[src/rtl/mmu_fault_pkg.sv]
// Shared types and constants for the MMU control and fault register file.
package mmu_fault_pkg;

    localparam int DATA_W  = 32;
    localparam int N_SLOTS = 8;
    localparam int SLOT_W  = $clog2(N_SLOTS);

    // Register slots, selected by address bits [10:8].
    typedef enum logic [SLOT_W-1:0] {
        SLOT_CTRL = 3'd0,
        SLOT_CTP  = 3'd1,
        SLOT_CTX  = 3'd2,
        SLOT_FSR  = 3'd3,
        SLOT_FAR  = 3'd4,
        SLOT_AFSR = 3'd5,
        SLOT_AFAR = 3'd6,
        SLOT_NONE = 3'd7
    } slot_e;

    // One captured synchronous fault.
    typedef struct packed {
        logic [7:0] ebe;
        logic [1:0] level;
        logic [2:0] access;
        logic [2:0] ftype;
        logic       fav;
        logic       ow;
    } fault_rec_t;

    // One captured asynchronous error.
    typedef struct packed {
        logic       uce;
        logic       bto;
        logic       berr;
        logic [3:0] hi;
        logic       afo;
    } async_rec_t;

    function automatic logic [DATA_W-1:0] pack_fsr(input fault_rec_t r);
        return {14'd0, r.ebe, r.level, r.access, r.ftype, r.fav, r.ow};
    endfunction

    function automatic logic [DATA_W-1:0] pack_afsr(input async_rec_t r);
        return {19'd0, r.uce, r.bto, r.berr, 2'd0, r.hi, 3'd0, r.afo};
    endfunction

endpackage

[src/rtl/mmu_reg_decode.sv]
// Slot decoder for the register bus.
// Turns the address and strobes into one-hot write and read selects.
// Assumes the slot index sits in bits [SLOT_LSB +: SLOT_W] and that the
// bits below SLOT_LSB are don't-care.
module mmu_reg_decode #(
    parameter int ADDR_W   = 11,
    parameter int SLOT_LSB = 8
) (
    input  logic                                 wr_en,
    input  logic                                 rd_en,
    input  logic [ADDR_W-1:0]                    addr,
    output logic [mmu_fault_pkg::SLOT_W-1:0]     slot,
    output logic [mmu_fault_pkg::N_SLOTS-1:0]    wr_sel,
    output logic [mmu_fault_pkg::N_SLOTS-1:0]    rd_sel
);
    import mmu_fault_pkg::*;

    assign slot = addr[SLOT_LSB +: SLOT_W];

    // One select line per slot, qualified by its strobe.
    for (genvar i = 0; i < N_SLOTS; i++) begin : g_sel
        assign wr_sel[i] = wr_en && (slot == SLOT_W'(i));
        assign rd_sel[i] = rd_en && (slot == SLOT_W'(i));
    end

endmodule

[src/rtl/mmu_ctrl_regs.sv]
// Control word, context table base and context number.
// IMPL and VERS are fixed by parameters.
// Reserved bits are not stored and read as zero.
module mmu_ctrl_regs #(
    parameter logic [3:0] IMPL_ID = 4'h1,
    parameter logic [3:0] VERS_ID = 4'h2,
    parameter int         CTX_W   = 8
) (
    input  logic        clk,
    input  logic        rst_n,
    input  logic        wr_ctrl,
    input  logic        wr_ctp,
    input  logic        wr_ctx,
    input  logic [31:0] wdata,
    output logic [31:0] ctrl_word,
    output logic [31:0] ctp_word,
    output logic [31:0] ctx_word,
    output logic        enable,
    output logic        nofault,
    output logic        pso
);
    logic [15:0]      sysctl_q;
    logic             pso_q;
    logic             nofault_q;
    logic             enable_q;
    logic [31:2]      ctp_q;
    logic [CTX_W-1:0] ctx_q;

    // Control word fields: written as a group from the bus.
    always_ff @(posedge clk) begin
        if (!rst_n) begin
            sysctl_q  <= '0;
            pso_q     <= 1'b0;
            nofault_q <= 1'b0;
            enable_q  <= 1'b0;
        end else if (wr_ctrl) begin
            sysctl_q  <= wdata[23:8];
            pso_q     <= wdata[7];
            nofault_q <= wdata[1];
            enable_q  <= wdata[0];
        end
    end

    // Context table base: word aligned, low two bits dropped.
    always_ff @(posedge clk) begin
        if (!rst_n)      ctp_q <= '0;
        else if (wr_ctp) ctp_q <= wdata[31:2];
    end

    // Context number: only CTX_W bits are kept.
    always_ff @(posedge clk) begin
        if (!rst_n)      ctx_q <= '0;
        else if (wr_ctx) ctx_q <= wdata[CTX_W-1:0];
    end

    assign ctrl_word = {IMPL_ID, VERS_ID, sysctl_q, pso_q, 5'd0, nofault_q, enable_q};
    assign ctp_word  = {ctp_q, 2'b00};
    assign ctx_word  = 32'(ctx_q);
    assign enable    = enable_q;
    assign nofault   = nofault_q;
    assign pso       = pso_q;

endmodule

[src/rtl/mmu_sync_fault.sv]
// Synchronous fault record, fault address and trap generation.
// Assumes fault_valid is a one-cycle strobe with all fields valid alongside.
// A status read clears the record. A fault on the same edge as the read
// wins and starts a fresh record with OW clear.
module mmu_sync_fault #(
    parameter int         ASI_W      = 8,
    parameter logic [7:0] EXEMPT_ASI = 8'd9
) (
    input  logic             clk,
    input  logic             rst_n,
    input  logic             fault_valid,
    input  logic [1:0]       fault_level,
    input  logic [2:0]       fault_access,
    input  logic [2:0]       fault_type,
    input  logic [7:0]       fault_ebe,
    input  logic             fault_addr_valid,
    input  logic [31:0]      fault_addr,
    input  logic [ASI_W-1:0] fault_asi,
    input  logic             rd_clr,
    input  logic             nofault,
    output logic [31:0]      fsr_word,
    output logic [31:0]      far_word,
    output logic             trap
);
    import mmu_fault_pkg::*;

    fault_rec_t  rec_q;
    logic        pending_q;
    logic [31:0] far_q;
    logic        trap_q;
    logic        exempt;

    assign exempt = (fault_asi == ASI_W'(EXEMPT_ASI));

    // Status record: capture, overwrite flag and clear-on-read.
    always_ff @(posedge clk) begin
        if (!rst_n) begin
            rec_q     <= '0;
            pending_q <= 1'b0;
        end else if (fault_valid) begin
            rec_q.ebe    <= fault_ebe;
            rec_q.level  <= fault_level;
            rec_q.access <= fault_access;
            rec_q.ftype  <= fault_type;
            rec_q.fav    <= fault_addr_valid;
            rec_q.ow     <= (rec_q.ow | pending_q) & ~rd_clr;
            pending_q    <= 1'b1;
        end else if (rd_clr) begin
            rec_q     <= '0;
            pending_q <= 1'b0;
        end
    end

    // Fault address: loaded only when the walker vouches for it.
    always_ff @(posedge clk) begin
        if (!rst_n)                             far_q <= '0;
        else if (fault_valid && fault_addr_valid) far_q <= fault_addr;
    end

    // Trap pulse: withheld in no-fault mode unless in the exempt space.
    always_ff @(posedge clk) begin
        if (!rst_n) trap_q <= 1'b0;
        else        trap_q <= fault_valid && (!nofault || exempt);
    end

    assign fsr_word = pack_fsr(rec_q);
    assign far_word = far_q;
    assign trap     = trap_q;

endmodule

[src/rtl/mmu_async_fault.sv]
// Asynchronous error record and its physical address.
// Assumes async_valid is a one-cycle strobe.
// A new error replaces the previous one. A read of the status clears only
// the status; a new error on the same edge wins.
module mmu_async_fault (
    input  logic        clk,
    input  logic        rst_n,
    input  logic        async_valid,
    input  logic        async_uce,
    input  logic        async_bto,
    input  logic        async_berr,
    input  logic [3:0]  async_addr_hi,
    input  logic [31:0] async_addr,
    input  logic        rd_clr,
    output logic [31:0] afsr_word,
    output logic [31:0] afar_word
);
    import mmu_fault_pkg::*;

    async_rec_t  arec_q;
    logic [31:0] afar_q;

    // Status: set by an error, cleared by a status read.
    always_ff @(posedge clk) begin
        if (!rst_n) begin
            arec_q <= '0;
        end else if (async_valid) begin
            arec_q.uce  <= async_uce;
            arec_q.bto  <= async_bto;
            arec_q.berr <= async_berr;
            arec_q.hi   <= async_addr_hi;
            arec_q.afo  <= 1'b1;
        end else if (rd_clr) begin
            arec_q <= '0;
        end
    end

    // Address: follows every error, untouched by reads.
    always_ff @(posedge clk) begin
        if (!rst_n)           afar_q <= '0;
        else if (async_valid) afar_q <= async_addr;
    end

    assign afsr_word = pack_afsr(arec_q);
    assign afar_word = afar_q;

endmodule

[src/rtl/mmu_fault_regs.sv]
// Top of the MMU control and fault capture register file.
// It ties the slot decoder, the control registers and the two fault
// records together and muxes read data.
// Assumes a single-cycle register bus with combinational read data and
// side effects taken on the clock edge.
module mmu_fault_regs #(
    parameter int         ADDR_W     = 11,
    parameter int         ASI_W      = 8,
    parameter int         CTX_W      = 8,
    parameter logic [3:0] IMPL_ID    = 4'h1,
    parameter logic [3:0] VERS_ID    = 4'h2,
    parameter logic [7:0] EXEMPT_ASI = 8'd9
) (
    input  logic              clk,
    input  logic              rst_n,
    input  logic              reg_wr_en,
    input  logic              reg_rd_en,
    input  logic [ADDR_W-1:0] reg_addr,
    input  logic [31:0]       reg_wdata,
    output logic [31:0]       reg_rdata,
    input  logic              fault_valid,
    input  logic [1:0]        fault_level,
    input  logic [2:0]        fault_access,
    input  logic [2:0]        fault_type,
    input  logic [7:0]        fault_ebe,
    input  logic              fault_addr_valid,
    input  logic [31:0]       fault_addr,
    input  logic [ASI_W-1:0]  fault_asi,
    input  logic              async_valid,
    input  logic              async_uce,
    input  logic              async_bto,
    input  logic              async_berr,
    input  logic [3:0]        async_addr_hi,
    input  logic [31:0]       async_addr,
    output logic              trap,
    output logic              passthrough,
    output logic              pso
);
    import mmu_fault_pkg::*;

    logic [SLOT_W-1:0]  slot;
    logic [N_SLOTS-1:0] wr_sel;
    logic [N_SLOTS-1:0] rd_sel;
    logic [31:0] ctrl_word, ctp_word, ctx_word;
    logic [31:0] fsr_word, far_word, afsr_word, afar_word;
    logic        ctrl_enable;
    logic        ctrl_nofault;

    mmu_reg_decode #(.ADDR_W(ADDR_W), .SLOT_LSB(8)) u_dec (
        .wr_en  (reg_wr_en),
        .rd_en  (reg_rd_en),
        .addr   (reg_addr),
        .slot   (slot),
        .wr_sel (wr_sel),
        .rd_sel (rd_sel)
    );

    mmu_ctrl_regs #(.IMPL_ID(IMPL_ID), .VERS_ID(VERS_ID), .CTX_W(CTX_W)) u_ctrl (
        .clk       (clk),
        .rst_n     (rst_n),
        .wr_ctrl   (wr_sel[SLOT_CTRL]),
        .wr_ctp    (wr_sel[SLOT_CTP]),
        .wr_ctx    (wr_sel[SLOT_CTX]),
        .wdata     (reg_wdata),
        .ctrl_word (ctrl_word),
        .ctp_word  (ctp_word),
        .ctx_word  (ctx_word),
        .enable    (ctrl_enable),
        .nofault   (ctrl_nofault),
        .pso       (pso)
    );

    mmu_sync_fault #(.ASI_W(ASI_W), .EXEMPT_ASI(EXEMPT_ASI)) u_sync (
        .clk              (clk),
        .rst_n            (rst_n),
        .fault_valid      (fault_valid),
        .fault_level      (fault_level),
        .fault_access     (fault_access),
        .fault_type       (fault_type),
        .fault_ebe        (fault_ebe),
        .fault_addr_valid (fault_addr_valid),
        .fault_addr       (fault_addr),
        .fault_asi        (fault_asi),
        .rd_clr           (rd_sel[SLOT_FSR]),
        .nofault          (ctrl_nofault),
        .fsr_word         (fsr_word),
        .far_word         (far_word),
        .trap             (trap)
    );

    mmu_async_fault u_async (
        .clk           (clk),
        .rst_n         (rst_n),
        .async_valid   (async_valid),
        .async_uce     (async_uce),
        .async_bto     (async_bto),
        .async_berr    (async_berr),
        .async_addr_hi (async_addr_hi),
        .async_addr    (async_addr),
        .rd_clr        (rd_sel[SLOT_AFSR]),
        .afsr_word     (afsr_word),
        .afar_word     (afar_word)
    );

    // Read mux: unmapped slot returns zero.
    always_comb begin
        case (slot_e'(slot))
            SLOT_CTRL: reg_rdata = ctrl_word;
            SLOT_CTP:  reg_rdata = ctp_word;
            SLOT_CTX:  reg_rdata = ctx_word;
            SLOT_FSR:  reg_rdata = fsr_word;
            SLOT_FAR:  reg_rdata = far_word;
            SLOT_AFSR: reg_rdata = afsr_word;
            SLOT_AFAR: reg_rdata = afar_word;
            default:   reg_rdata = '0;
        endcase
    end

    assign passthrough = ~ctrl_enable;

endmodule

[config.mk]
export PLATFORM = sky130hd
export DESIGN_NAME = mmu_fault_regs
export DESIGN_NICKNAME = d
export VERILOG_FILES = /design/src/rtl/mmu_fault_pkg.sv /design/src/rtl/mmu_reg_decode.sv /design/src/rtl/mmu_ctrl_regs.sv /design/src/rtl/mmu_sync_fault.sv /design/src/rtl/mmu_async_fault.sv /design/src/rtl/mmu_fault_regs.sv
export SDC_FILE = /design/constraint.sdc
export NUM_CORES = 1
export LEC_CHECK = 0
export ABC_CLOCK_PERIOD_IN_PS = 4250
export BUFFER_PORTS_ARGS = -buffer_cell sky130_fd_sc_hd__buf_2
export CORE_MARGIN = 2
export CORE_UTILIZATION = 50
export CTS_CLUSTER_SIZE = 30
export DETAILED_ROUTE_END_ITERATION = 7
export PLACE_DENSITY_LB_ADDON = 0.12
export RECOVER_POWER = 25
export SYNTH_ARGS = -nofsm -noshare
export SYNTH_HDL_FRONTEND = slang
export SYNTH_SLANG_ARGS = --single-unit
[constraint.sdc]
create_clock -name clk -period 4.25 [get_ports clk]
set_input_delay 0.85 -clock clk [delete_from_list [all_inputs] [get_ports clk]]
set_output_delay 0.85 -clock clk [all_outputs]
set_load 0.02 [all_outputs]
==> Word-level counts from Yosys, hierarchy flattened <==
Cells that the tools add are included.
{ "totals": {"register_bits": 149, "input_bits": 145, "out_inout_bits": 35, "wordCells": 51} }
{ "op_classes": {"n_eq_ne": 7, "mux": 7, "bitwise_logic": 4, "n_reduce_logical": 12} }
{ "ops": {"columns": ["op", "n"], "rows": [
  ["one-hot mux 32 bit (7 select lines)", 1],
  ["2-to-1 mux 18 bit", 2],
  ["2-to-1 mux 8 bit", 2],
  ["equality test 3 bit (second input constant)", 3],
  ["equality test 8 x 4 -> 1 bit (second input constant)", 1],
  ["logical AND 1 bit", 7],
  ["equality test 3 x 2 -> 1 bit (second input constant)", 2],
  ["nonzero test 2 bit", 2],
  ["equality test 3 x 1 -> 1 bit (second input constant)", 1],
  ["logical NOT 3 bit", 1],
  ["2-to-1 mux 1 bit", 2],
  ["NOT 1 bit", 2],
  ["AND 1 bit", 1],
  ["logical NOT 1 bit", 1],
  ["logical OR 1 bit", 1],
  ["bitwise OR 1 bit", 1]
]} }

==> Longest topological paths before layout <==
{ "depth": {"ltp_word": 5, "ltp_mapped": 6, "ltp_nobuf": 3} }

==> Cells and area by module <==
A second synthesis with hierarchy kept.
{ "hier_totals": {"hier_cells": 865, "area_unflattened_um2": 8365.5} }
{ "modules_own_cells": {"columns": ["module", "n_inst", "cells_each", "area_per_inst_um2", "seq_area_each_um2"], "rows": [
  ["mmu_ctrl_regs", 1, 228, 2496.1, 1141.1],
  ["mmu_fault_regs", 1, 247, 1971.9, 0.0],
  ["mmu_sync_fault", 1, 206, 1934.4, 1041.0],
  ["mmu_async_fault", 1, 162, 1705.4, 800.8],
  ["mmu_reg_decode", 1, 22, 257.7, 0.0]
]} }

==> Worst setup path after synthesis <==
Ideal clock, no wire load.
{ "synth_timing": {"path_kind": "input-to-output", "from": "in reg_addr[10]", "to": "out reg_rdata[18]", "arrival_time_ns": 2.129, "t_required_ns": 3.400, "slack_ns": 1.271, "stages": 6, "path_buffers": 4, "path_cell_list": "buf_2 -> buf_4 -> buf_2 -> buf_2 -> a22oi_1 -> o21ai_0"} }
{ "synth_via": {"elab_chain_cells": 2, "elab_cells_between_ends": 8, "cone_classes": "6 x eq/ne; 1 x mux; 1 x reduce/logical"} }
{ "synth_rtl": {"columns": ["element", "line", "source"], "rows": [
  ["start: declaration", "mmu_fault_regs.sv:18", "input logic [ADDR_W-1:0] reg_addr,"],
  ["equality test 3 bit (tied with other cells)", null, null],
  ["one-hot mux 32 bit (7 select lines) *", "mmu_fault_regs.sv:107", "case (slot_e'(slot))"],
  ["end: declaration", "mmu_fault_regs.sv:20", "output logic [31:0] reg_rdata,"]
]} }
Every way passes the cells marked *; elsewhere a longest branch is shown, timed or not.

==> Final worst setup path <==
{ "layout_timing": {"from": "in reg_addr[9]", "to": "out reg_rdata[23]"} }
Same word-level chain as after synthesis.

==> reports/metrics.csv <==
metric;value;unit
reg2reg_slack;3.54;ns
path_clk_slew;0.06;ns
period_share;84.50;%
drt_first_pass_iters;4;
drc_errors;0;
initial_core_util;51.13;%
clockRootBuffer;clkbuf_16;
cp-start-kind;primary input;
wl_per_cell;17.30;um
grt_usage;26.20;%
area_delta_synth_final;22.34;%
cp.arrival;2.74;ns
io_buffers;171;
clk_latency;0.41;ns
async_reset_ff_share;0;%
p_leak;3.426;nW
rows;42;
drive_above_1_share;25.39;%
power_density;421.3;nW/um^2
post_cts_buffers;0;
hold_violations;0;
n_fill_cell;1171;
gp_congestion;0.8507;
crit_fanout;26;
status;finished, violations left;
hp-class;reg -> reg;
globalRoute.totalOverflow;0;
yosysTopAreaCell;dfxtp_1;
violations;capacitance limit, slew limit;
antenna_found_initial;0;
rsz0062_at_grt;no;
synthCells;741;
critPathKind;in -> out;
fin_tns_setup;0;ns
cts_max_level;4;
synth_most_common_cell;nand2_1;
peakVddDrop;262.5;uV
hpwl;12720;um
clock_path_buffers;2;
fin_nets;1031;
tritoncts;done;
holdWs;0.4530;ns
netlist_area;6744;um^2
min_period;3.591;ns
grt_max_degree;109;
synth_ff_type;dfxtp_1;
via_count;5770;
power;3.476;mW
synth_area_leaders;dfxtp_1 (44%), nand2_1 (10%), mux2i_1 (9.8%);
die-area;14430;um^2
die-width;120.1;um
final_cells;1074;
post-place-cells;1043;
postCtsHoldBufs;0;
synth_commonest_cells;nand2_1 (187), dfxtp_1 (149), a21boi_0 (74);
setup_viol;0;
fmax;0.2785;GHz
yosysSeqAreaShare;44.23;%
synth_nets;886;
ant_nets;0;
cts.sinks;149;
required;3.40;ns
critPathCaptureType;output pin;
drt_iter0_drc;360;
ys_ff_latch;149;
yosys_warnings;0;
n_antenna_cell;0;
setup_ws;0.6588;ns
cap_violations;2;
ios;180;
vias_per_cell;5.372;
grt_pass1_vias;5820;
maxSlewHeadroom;-69.93;%
yosysTopAreaCellShare;44.23;%
tightestPinTransition;2.549;ns
die_y;120.1;um
yosysUniqueCellTypes;43;
post_synth.cell_area_avg;9.101;um^2
clock_skew;0.0004009;ns
wirelength;18580;um
synth_edf_count;0;
drv_slew;72;
grt_pass1_wl;29240;um
fp.coreArea;13190;um^2
cts.repair.resized;0;
cts_made_buffers;17;
post-place-ws;0.6684;ns
-- power breakdown --
part | internal, mW | leakage (nW) | switching (mW) | total, mW
Clock | 1.07 | 0.313 | 0.560 | 1.63
Combinational | 0.165 | 1.90 | 0.197 | 0.362
Sequential | 1.46 | 1.22 | 0.0319 | 1.49
Total | 2.69 | 3.43 | 0.789 | 3.48
-- layout make-up --
| class | count | area (um^2) | area share [%] |
|---|---|---|---|
| clock inverter | 10 | 177.7 | 2.153 |
| tap | 176 | 220.2 | 2.669 |
| clock buffer | 21 | 460.4 | 5.581 |
| sequential | 149 | 2983 | 36.15 |
| inverter | 5 | 18.77 | 0.2275 |
| multi-input combinational | 526 | 3432 | 41.60 |
| timing repair buffer | 187 | 958.4 | 11.62 |
-- flip-flops by register name, summed over array words and instances, names as in the netlist --
name,flops
u_sync.trap,1
u_ctrl.enable,1
u_ctrl.sysctl_q,16
u_ctrl.ctp_q,30
u_sync.fsr_word,18
u_ctrl.nofault,1
u_sync.pending_q,1
u_sync.far_word,32
u_ctrl.pso,1
u_async.afsr_word,8
u_ctrl.ctx_q,8
u_async.afar_word,32
-- worst max-delay path, stage by stage --
cell     delay (ns)
buf_2          0.31
nor2_1         0.91
a22oi_1        0.20
o21ai_0        0.25
buf_2          0.21
-- worst paths after layout --
kind                                       start                  to  cells after the start
worst min-delay path             u_ctrl.ctp_q[4]     u_ctrl.ctp_q[4]                      2
worst min register to register   u_ctrl.ctp_q[4]     u_ctrl.ctp_q[4]                      2
worst max register to register  u_sync.pending_q  u_sync.fsr_word[0]                      2
worst max-delay path                 reg_addr[9]       reg_rdata[23]                      5
-- per-stage QoR --
stage	util (%)	cell area [um^2]
after floorplan	-	6744
after global placement	57.89	7636
after detailed placement	57.89	7636
after CTS	62.73	8274
after global routing	62.55	8250
final	62.55	8250
-- layout by cell type (no fill, tap or decap), types with 5 or more instances in the layout --
master     netlist  routed
a221oi_1         8       8
nand3b_1         8       8
bufinv_16        0       5
a22oi_1         10      10
a22o_1          18      18
a21boi_1        16      16
clkbuf_1        29      10
nand2_1        187     187
nor2b_1         48      48
mux2_2          16      16
o221ai_1         5       5
o21ai_0         13      13
buf_4            7      13
clkbuf_16        0      17
dfxtp_1        149     149
inv_1            5       5
a2bb2oi_1        5       5
a21oi_1          8       8
buf_2           20     166
mux2i_1         66      66
a21boi_0        74      74
-- logic make-up (layout without fill, tap and decap cells) --
| logic type | after synthesis | after routing | synth area share, % |
|---|---|---|---|
| compound gates | 173 | 173 | 19.33 |
| simple gates | 271 | 271 | 19.09 |
| buf+inv | 66 | 223 | 4.879 |
| mux | 82 | 82 | 12.47 |
| flops | 149 | 149 | 44.23 |
-- routing by layer --
| metal | global-route usage (%) | wire length, um | vias up |
|---|---|---|---|
| li1 | - | - | 2845 |
| met1 | 32.09 | 8034 | 2726 |
| met2 | 44.28 | 8981 | 176 |
| met3 | 6.749 | 1180 | 23 |
| met4 | 9.632 | 381 | 0 |
| met5 | 0 | 0 | - |
Power figures use the tool's default switching activity.
